[src/rtl/gamma_pkg.sv]
package gamma_pkg;
  typedef enum logic {
    DIR_COMPRESS = 1'b0,
    DIR_EXPAND   = 1'b1
  } dir_e;

  localparam int NUM_CH = 3;
endpackage

[src/rtl/gamma_frame_mode.sv]
module gamma_frame_mode
  import gamma_pkg::*;
(
  input  logic clk_i,
  input  logic rst_ni,
  input  logic start_i,
  input  logic mode_i,
  output dir_e dir_o
);
  dir_e dir_q;

  // first pixel of a frame already uses the newly requested set
  assign dir_o = start_i ? dir_e'(mode_i) : dir_q;

  always_ff @(posedge clk_i or negedge rst_ni) begin
    if (!rst_ni)      dir_q <= DIR_COMPRESS;
    else if (start_i) dir_q <= dir_e'(mode_i);
  end

  assert_dir_frame_R7: assert property (@(posedge clk_i) disable iff (!rst_ni)
    !start_i |=> $stable(dir_q));

  assert_dir_load_R7: assert property (@(posedge clk_i) disable iff (!rst_ni)
    start_i |=> (dir_q == dir_e'($past(mode_i))));
endmodule

[src/rtl/gamma_lut_bank.sv]
module gamma_lut_bank
  import gamma_pkg::*;
#(
  parameter int SEG_BITS = 3,
  parameter int OUT_W    = 8
) (
  input  logic                clk_i,
  input  logic                we_i,
  input  logic                wdir_i,
  input  logic [SEG_BITS:0]   widx_i,
  input  logic [OUT_W-1:0]    wdata_i,
  input  dir_e                rdir_i,
  input  logic [SEG_BITS-1:0] rseg_i,
  output logic [OUT_W-1:0]    lo_o,
  output logic [OUT_W-1:0]    hi_o
);
  localparam int NSEG    = 1 << SEG_BITS;
  localparam int ENTRIES = NSEG + 1;
  localparam int DEPTH   = 2 * ENTRIES;
  localparam int MEM_AW  = $clog2(DEPTH);

  logic [OUT_W-1:0]  mem [DEPTH];
  logic [MEM_AW-1:0] waddr, raddr;
  logic              wok;

  assign wok   = we_i && (widx_i <= (SEG_BITS+1)'(NSEG));
  assign waddr = MEM_AW'(widx_i) + (wdir_i ? MEM_AW'(ENTRIES) : '0);
  assign raddr = MEM_AW'(rseg_i) + ((rdir_i == DIR_EXPAND) ? MEM_AW'(ENTRIES) : '0);

  // separate write port: host writes never block the read side
  always_ff @(posedge clk_i) begin
    if (wok) mem[waddr] <= wdata_i;
  end

  always_ff @(posedge clk_i) begin
    lo_o <= mem[raddr];
    hi_o <= mem[raddr + MEM_AW'(1)];
  end
endmodule

[src/rtl/gamma_interp.sv]
module gamma_interp #(
  parameter int OUT_W  = 8,
  parameter int FRAC_W = 7
) (
  input  logic              clk_i,
  input  logic              rst_ni,
  input  logic              en_i,
  input  logic [OUT_W-1:0]  lo_i,
  input  logic [OUT_W-1:0]  hi_i,
  input  logic [FRAC_W-1:0] frac_i,
  output logic [OUT_W-1:0]  y_o
);
  localparam int PW = OUT_W + FRAC_W + 2;

  logic signed [OUT_W:0]  diff;
  logic signed [PW-1:0]   prod;
  logic signed [PW-1:0]   sum;
  logic [OUT_W-1:0]       y_d;

  assign diff = $signed({1'b0, hi_i}) - $signed({1'b0, lo_i});
  assign prod = PW'(diff) * PW'($signed({1'b0, frac_i}));
  // arithmetic shift floors, result stays inside [min(lo,hi), max(lo,hi)]
  assign sum  = PW'($signed({1'b0, lo_i})) + (prod >>> FRAC_W);
  assign y_d  = OUT_W'(sum);

  always_ff @(posedge clk_i or negedge rst_ni) begin
    if (!rst_ni)   y_o <= '0;
    else if (en_i) y_o <= y_d;
  end

  assert_interp_bound_R4: assert property (@(posedge clk_i) disable iff (!rst_ni)
    en_i |=> ((y_o >= $past(lo_i)) || (y_o >= $past(hi_i))) &&
             ((y_o <= $past(lo_i)) || (y_o <= $past(hi_i))));

  assert_interp_knot_R3: assert property (@(posedge clk_i) disable iff (!rst_ni)
    (en_i && frac_i == '0) |=> (y_o == $past(lo_i)));
endmodule

[src/rtl/gamma_lut_stage.sv]
module gamma_lut_stage
  import gamma_pkg::*;
#(
  parameter int IN_W     = 10,
  parameter int OUT_W    = 8,
  parameter int SEG_BITS = 3,
  localparam int ADDR_W  = SEG_BITS + 4
) (
  input  logic                  clk_i,
  input  logic                  rst_ni,
  input  logic                  mode_i,
  input  logic                  valid_i,
  input  logic                  fsync_i,
  input  logic                  lsync_i,
  input  logic [3*IN_W-1:0]     pix_i,
  input  logic                  cfg_we_i,
  input  logic [ADDR_W-1:0]     cfg_addr_i,
  input  logic [OUT_W-1:0]      cfg_wdata_i,
  output logic                  valid_o,
  output logic                  fsync_o,
  output logic                  lsync_o,
  output logic [3*OUT_W-1:0]    pix_o
);
  localparam int FRAC_W = IN_W - SEG_BITS;

  dir_e                cur_dir;
  logic                start;
  logic [SEG_BITS:0]   cfg_idx;
  logic [1:0]          cfg_ch;
  logic                cfg_dir;
  logic                v1, fs1, ls1;
  logic [1:0]          age_q;

  assign start   = valid_i & fsync_i;
  assign cfg_idx = cfg_addr_i[SEG_BITS:0];
  assign cfg_ch  = cfg_addr_i[SEG_BITS+2:SEG_BITS+1];
  assign cfg_dir = cfg_addr_i[SEG_BITS+3];

  gamma_frame_mode u_mode (
    .clk_i   (clk_i),
    .rst_ni  (rst_ni),
    .start_i (start),
    .mode_i  (mode_i),
    .dir_o   (cur_dir)
  );

  always_ff @(posedge clk_i or negedge rst_ni) begin
    if (!rst_ni) begin
      v1 <= 1'b0; fs1 <= 1'b0; ls1 <= 1'b0;
      valid_o <= 1'b0; fsync_o <= 1'b0; lsync_o <= 1'b0;
    end else begin
      v1 <= valid_i; fs1 <= fsync_i; ls1 <= lsync_i;
      valid_o <= v1; fsync_o <= fs1; lsync_o <= ls1;
    end
  end

  for (genvar c = 0; c < NUM_CH; c++) begin : g_ch
    logic [SEG_BITS-1:0] seg;
    logic [FRAC_W-1:0]   frac, frac1;
    logic [OUT_W-1:0]    lo, hi;

    assign seg  = pix_i[c*IN_W + IN_W - 1 -: SEG_BITS];
    assign frac = pix_i[c*IN_W +: FRAC_W];

    always_ff @(posedge clk_i or negedge rst_ni) begin
      if (!rst_ni) frac1 <= '0;
      else         frac1 <= frac;
    end

    gamma_lut_bank #(.SEG_BITS(SEG_BITS), .OUT_W(OUT_W)) u_bank (
      .clk_i   (clk_i),
      .we_i    (cfg_we_i && (cfg_ch == 2'(c))),
      .wdir_i  (cfg_dir),
      .widx_i  (cfg_idx),
      .wdata_i (cfg_wdata_i),
      .rdir_i  (cur_dir),
      .rseg_i  (seg),
      .lo_o    (lo),
      .hi_o    (hi)
    );

    gamma_interp #(.OUT_W(OUT_W), .FRAC_W(FRAC_W)) u_interp (
      .clk_i  (clk_i),
      .rst_ni (rst_ni),
      .en_i   (v1),
      .lo_i   (lo),
      .hi_i   (hi),
      .frac_i (frac1),
      .y_o    (pix_o[c*OUT_W +: OUT_W])
    );
  end

  // cycles since reset, saturating; only guards the latency check
  always_ff @(posedge clk_i or negedge rst_ni) begin
    if (!rst_ni)            age_q <= '0;
    else if (age_q != 2'd2) age_q <= age_q + 2'd1;
  end

  assert_sync_delay_R2: assert property (@(posedge clk_i) disable iff (!rst_ni)
    (age_q == 2'd2) |-> (valid_o == $past(valid_i, 2)) &&
                        (fsync_o == $past(fsync_i, 2)) &&
                        (lsync_o == $past(lsync_i, 2)));

  assert_hold_idle_R10: assert property (@(posedge clk_i) disable iff (!rst_ni)
    !valid_o |-> $stable(pix_o));
endmodule

[config.mk]
export PLATFORM = sky130hd
export DESIGN_NAME = gamma_lut_stage
export DESIGN_NICKNAME = d
export VERILOG_FILES = /design/src/rtl/gamma_pkg.sv /design/src/rtl/gamma_frame_mode.sv /design/src/rtl/gamma_lut_bank.sv /design/src/rtl/gamma_interp.sv /design/src/rtl/gamma_lut_stage.sv
export SDC_FILE = /design/constraint.sdc
export NUM_CORES = 1
export LEC_CHECK = 0
export BUFFER_PORTS_ARGS = -buffer_cell sky130_fd_sc_hd__clkbuf_2
export CAP_MARGIN = 20
export CORE_MARGIN = 5
export CORE_UTILIZATION = 50
export CTS_CLUSTER_SIZE = 40
export DETAILED_ROUTE_END_ITERATION = 10
export GPL_TIMING_DRIVEN = 0
export PLACE_DENSITY = 0.66
export SETUP_SLACK_MARGIN = 0.05
export SLEW_MARGIN = 20
export SYNTH_ARGS = -nofsm -noshare
export SYNTH_HDL_FRONTEND = slang
export SYNTH_SLANG_ARGS = --single-unit
[constraint.sdc]
create_clock -name clk_i -period 16 [get_ports clk_i]
set_input_delay 3.2 -clock clk_i [delete_from_list [all_inputs] [get_ports clk_i]]
set_output_delay 3.2 -clock clk_i [all_outputs]
set_load 0.05 [all_outputs]
Word level (Yosys, flattened, before mapping) --
Memory sizes are Yosys's and may differ from the RTL's. A register that Yosys moved wholly into a read port is not among the register bits. Cells that the tools add are included.
Cells by class: bitwise operators 1, add/sub/neg operators 13, multiply operators 3, muxes and demuxes 9, order comparisons 1, reductions and logical operators 7, eq/ne operators 2
Operator list (number):
- multiplier 9 x 8 -> 15 bit | 3
- subtractor 8 x 8 -> 9 bit | 3
- adder 8 bit | 3
- adder 3 x 5 -> 5 bit | 3
- adder 5 x 1 -> 5 bit (second input constant) | 3
- 2-to-1 mux 4 bit | 2
- 2-to-1 mux 1 bit | 7
- logical AND 1 bit | 6
- adder 4 x 5 -> 5 bit | 1
- <= comparator 4 bit (second input constant) | 1
- equality test 2 x 1 -> 1 bit (second input constant) | 1
- equality test 2 bit (second input constant) | 1
- zero test 2 bit | 1
- AND 1 bit | 1
Word-level totals: output and inout bits 27, register bits after elaboration 52, word-level logic and storage cells 52, memory bits (writable) 432, memories kept 3, input bits 52
Memory list:
- g_ch[0].u_bank.mem | words 18, bits a word 8, rd ports 2, clocked after memory_dff 2, wr ports 1, line gamma_lut_bank.sv:22 | logic [OUT_W-1:0] mem [DEPTH];
- g_ch[1].u_bank.mem | words 18, bits a word 8, rd ports 2, clocked after memory_dff 2, wr ports 1, line gamma_lut_bank.sv:22
- g_ch[2].u_bank.mem | words 18, bits a word 8, rd ports 2, clocked after memory_dff 2, wr ports 1, line gamma_lut_bank.sv:22

Logic depth before layout (Yosys ltp) --
depth in word-level cells 5, depth in mapped cells 33, mapped depth without buffers 33

Hierarchy --
Synthesis repeated with hierarchy kept, for this count alone.
Second synthesis, totals: cell total of the unflattened synthesis 2188, area, all modules 32122.1 um^2
Modules (own cells, without submodules):
- gamma_lut_bank at g_ch[0].u_bank ... | times used 2, area an instance 7435.9 um^2, cells each 380
- gamma_lut_bank at g_ch[2].u_bank | times used 1, area an instance 7382.1 um^2, cells each 379
- gamma_interp at g_ch[2].u_interp | times used 1, area an instance 3064.2 um^2, cells each 345
- gamma_interp at g_ch[1].u_interp | times used 1, area an instance 3031.7 um^2, cells each 337
- gamma_interp at g_ch[0].u_interp | times used 1, area an instance 3020.4 um^2, cells each 334
- gamma_lut_stage | times used 1, area an instance 711.9 um^2, cells each 31
- gamma_frame_mode | times used 1, area an instance 40.0 um^2, cells each 2

Worst setup path before layout --
OpenSTA, ideal clock, no wires.
path type flip-flop to flip-flop, from reg g_ch[1].u_bank.lo_o[1], read port of g_ch[1].u_bank.mem, to reg g_ch[1].u_interp.y_o[7], data required time 15875 ps, cell stages (with the launch flop) 31, setup time 125 ps, arrival time 6949 ps, path slack 8926 ps, path through dfxtp_1 inv_1 ha_1 nor2b_1 o21ai_0 nand2b_1 a21o_1 a21o_1 a21o_1 a21oi_1 mux2_2 fa_1 inv_1 fa_1 fa_1 inv_1 fa_1 inv_1 ha_1 or4_1 o22a_1 and2_1 nor2_1 ha_1 nand3_1 o211ai_1 o21ai_0 nand2b_1 a21oi_1 xor2_1 mux2_2
On the way: longest elaborated chain between the ends 3
Ends and longest elaborated chain:
- start, declared | line gamma_lut_bank.sv:14 | output logic [OUT_W-1:0] lo_o,
- subtractor 8 x 8 -> 9 bit | line gamma_interp.sv:20 | assign diff = $signed({1'b0, hi_i}) - $signed({1'b0, lo_i});
- multiplier 9 x 8 -> 15 bit | line gamma_interp.sv:21 | assign prod = PW'(diff) * PW'($signed({1'b0, frac_i}));
- adder 8 bit * | line gamma_interp.sv:23 | assign sum = PW'($signed({1'b0, lo_i})) + (prod >>> FRAC_W);
- end signal, assigned | line gamma_interp.sv:28 | else if (en_i) y_o <= y_d;
- end, declared | line gamma_interp.sv:11 | output logic [OUT_W-1:0] y_o
Every way passes the cells marked *; elsewhere a longest branch is shown, timed or not. A chain may end at the register's enable or synchronous reset.

Worst setup path in the final report --
from reg g_ch[0].u_bank.lo_o[1], read port of g_ch[0].u_bank.mem, to reg g_ch[0].u_interp.y_o[7]
On the way: longest elaborated chain between the ends 3
Ends and longest elaborated chain (line):
- start, declared | gamma_lut_bank.sv:14
- subtractor 8 x 8 -> 9 bit | gamma_interp.sv:20
- multiplier 9 x 8 -> 15 bit | gamma_interp.sv:21
- adder 8 bit * | gamma_interp.sv:23
- end signal, assigned | gamma_interp.sv:28
- end, declared | gamma_interp.sv:11
Marked as above.

==> impl_metrics.yaml <==
synthesis:
  syn_nets: 2496
  synth_area_leaders: "edfxtp_1 41%, mux4_2 15%, fa_1 8.9%"
  syn-instance-count: 2165
  netlist_area_um2: 31560
  synth-seq-area-share_pct: 48.28
  synth-warning-count: 0
  synth_top_cells_by_count: "432 x edfxtp_1, 242 x inv_1, 214 x mux4_2, 141 x fa_1, 138 x ha_1"
  synth_edf_count: 432
  synth_top_area_share_pct: 41.11
  synth.distinct_cells: 58
  async_flop_share_pct: 9.774
  yosysMostFrequentCell: "edfxtp_1"
  synth_flop_cell: "edfxtp_1"
  avgSynthCellArea_um2: 14.58
  yosys.area.top_type: "edfxtp_1"
  ys_ff_latch: 532
sta:
  fin_crit_sh_pct: 50.92
  tns_ns: 0
  finalHoldViolCount: 0
  setup_viol: 0
  fin_crit_ns: 8.147
  timing.fmax_mhz: 122.7
  tightest_slew_ns: 1.118
  slew_headroom_pct: 25.49
  final-max-slew-violation-count: 0
  rsz0062_at_grt: "no"
  clock_skew_ns: 0.02096
cts:
  hold_buffers: 0
  cts_tree: "yes"
  clk_pin_slew_ns: 0.06
  post_cts_buffers: 0
  clock_path_buffers: 3
  ctsRootBufferMaster: "clkbuf_16"
  cts-htree-levels: 2
  cts_buffers: 58
  cts_sinks: 532
  ctsResizeCount: 0
  clk_latency_ns: 0.63
floorplan:
  core_um2: 62850
  fp.dieH_um: 261.2
  fp.dieArea_um2: 68240
  die_w_um: 261.2
  rows: 92
  io-pin-count: 79
  start_util_pct: 50.21
grt:
  grt_pass1_vias: 19600
  gr-total-overflow: 0
  grt_pass1_wl_um: 114600
  globalRouteTotalUtil_pct: 21.81
  antenna_found_initial: 1
  grt_max_degree: 55
drt:
  wl_per_cell_um: 22.82
  via_count: 18470
  vias_per_cell: 5.769
  post-route-drc-count: 0
  firstDrtPassIters: 5
  routed_wl_um: 73060
  ant_nets: 0
  drt_iter0_drc: 1657
place:
  dpl.hpwl_um: 54320
  port_buffers: 78
  gp_congestion: 0.8678
layout:
  multi_input_area_um2: 15070
  syn_to_final_growth_pct: 10.80
  antenna_cells: 0
  drive_gt1_share_pct: 19.45
  seqCellArea_um2: 15230
  nFillCells: 5065
  nets: 2637
critical_path:
  cpMaxStageDelayCell: "a21oi_1"
  critPathCaptureType: "flop"
  cp.arrival_ns: 8.60
  crit_required_ns: 16.45
  crit_fanout: 7
  critPathLaunchType: "flop"
  worstSetupPathType: "flop to flop"
  slowest_delay_ns: 0.84
hold_path:
  hold_path_class: "flop to flop"
outcome:
  status: "completed"
run:
  maxCapViolCount: 0
-- per-stage QoR --
stage / area (µm²) / utilization, % / std cells / hold slack (ns) / setup WS [ns]
2_1_floorplan: 31560 / - / 2165 / 0.3312 / 8.926
3_3_place_gp: 33010 / 52.51 / 3089 / 0.3320 / 8.052
3_5_place_dp: 33060 / 52.61 / 3091 / 0.3418 / 7.955
4_1_cts: 34940 / 55.59 / 3200 / 0.3505 / 7.890
5_1_grt: 34960 / 55.63 / 3201 / 0.3593 / 7.497
6_report: 34960 / 55.63 / 3201 / 0.3491 / 7.853
-- worst max-delay path: cells and delay by family (launching register included) --
| family | cells | cell delay (ns) |
|---|---|---|
| simple gates | 5 | 1.05 |
| mux | 1 | 0.44 |
| fa+ha+maj | 7 | 2.79 |
| xor+xnor | 3 | 0.56 |
| buf+inv | 4 | 0.22 |
| compound gates | 10 | 2.37 |
| flops | 1 | 0.50 |
-- state kept, by name (all words and copies together), names as in the netlist --
name,cells
fsync_o,1
g_ch.frac1,21
g_ch.u_bank.mem,432
fs1,1
lsync_o,1
g_ch.u_bank.lo_o,24
g_ch.u_bank.hi_o,24
v1,1
u_mode.dir_q,1
ls1,1
g_ch.u_interp.y_o,24
valid_o,1
-- final timing paths --
path                                           startpoint  cells past startpoint                                   to  slack, ns
max in group asynchronous                          rst_ni                      2           g_ch[1].frac1[5]$_DFF_PN0_      12.98
hold reg to reg                             ls1$_DFF_PN0_                      0                    lsync_o$_DFF_PN0_       0.35
setup reg to reg           g_ch[0].u_bank.lo_o[1]$_DFF_P_                     30  g_ch[0].u_interp.y_o[7]$_DFFE_PN0P_       7.85
hold / removal                              ls1$_DFF_PN0_                      0                    lsync_o$_DFF_PN0_       0.35
setup / recovery           g_ch[0].u_bank.lo_o[1]$_DFF_P_                     30  g_ch[0].u_interp.y_o[7]$_DFFE_PN0P_       7.85
min in group asynchronous                          rst_ni                      1           g_ch[2].frac1[0]$_DFF_PN0_       2.49
-- placed cells by master, fill, tap and decap left out, drive strengths merged, types with 2 or more instances in the layout --
master    count
a21boi        2
a21o         17
a21oi        62
a221oi        3
a31o          3
a31oi         2
and2         87
and3         10
and4b         3
buf          37
bufinv        4
clkbuf      208
clkinv       23
clkinvlp      2
dfrtp        52
dfxtp        48
edfxtp      432
fa          141
ha          138
inv         245
mux2         46
mux2i        58
mux4        234
nand2       105
nand2b       34
nand3        11
nand4b        2
nor2        128
nor2b        42
nor3          6
o211ai        7
o21a          9
o21ai        37
o21bai        5
o41ai         3
or3           5
or4           2
xnor2        63
xor2         26
-- kinds of logic (layout without fill, tap and decap cells) --
family                     after synthesis  after routing  share of synthesized area, %
adders and majority gates              279            279                         14.42
buffers and inverters                  329            519                         4.088
and+or+nand+nor                        439            439                         6.867
DFF                                    532            532                         48.28
muxes                                  338            338                         20.43
xor gates and xnor gates                90             90                         2.898
AOI/OAI and AO/OA                      158            158                         3.021
-- cell type report --
cell class,count,share of cell area (%)
clock buffer,77,4.505
sequential,532,43.57
timing repair buffer,81,1.253
inverter,242,2.598
tap,846,3.028
buffer,87,1.091
multi-input combinational,1304,43.09
clock inverter,32,0.8589
-- routing by layer --
metal  track usage, %  wire [µm]
met1            30.04      30440
met2            36.69      36220
met3            3.953       4673
met4            5.139       1716
met5                0         13
Power is left out: the tool's default activity adds up to more than one toggle a clock period on the data nets, which glitch-free logic cannot reach.
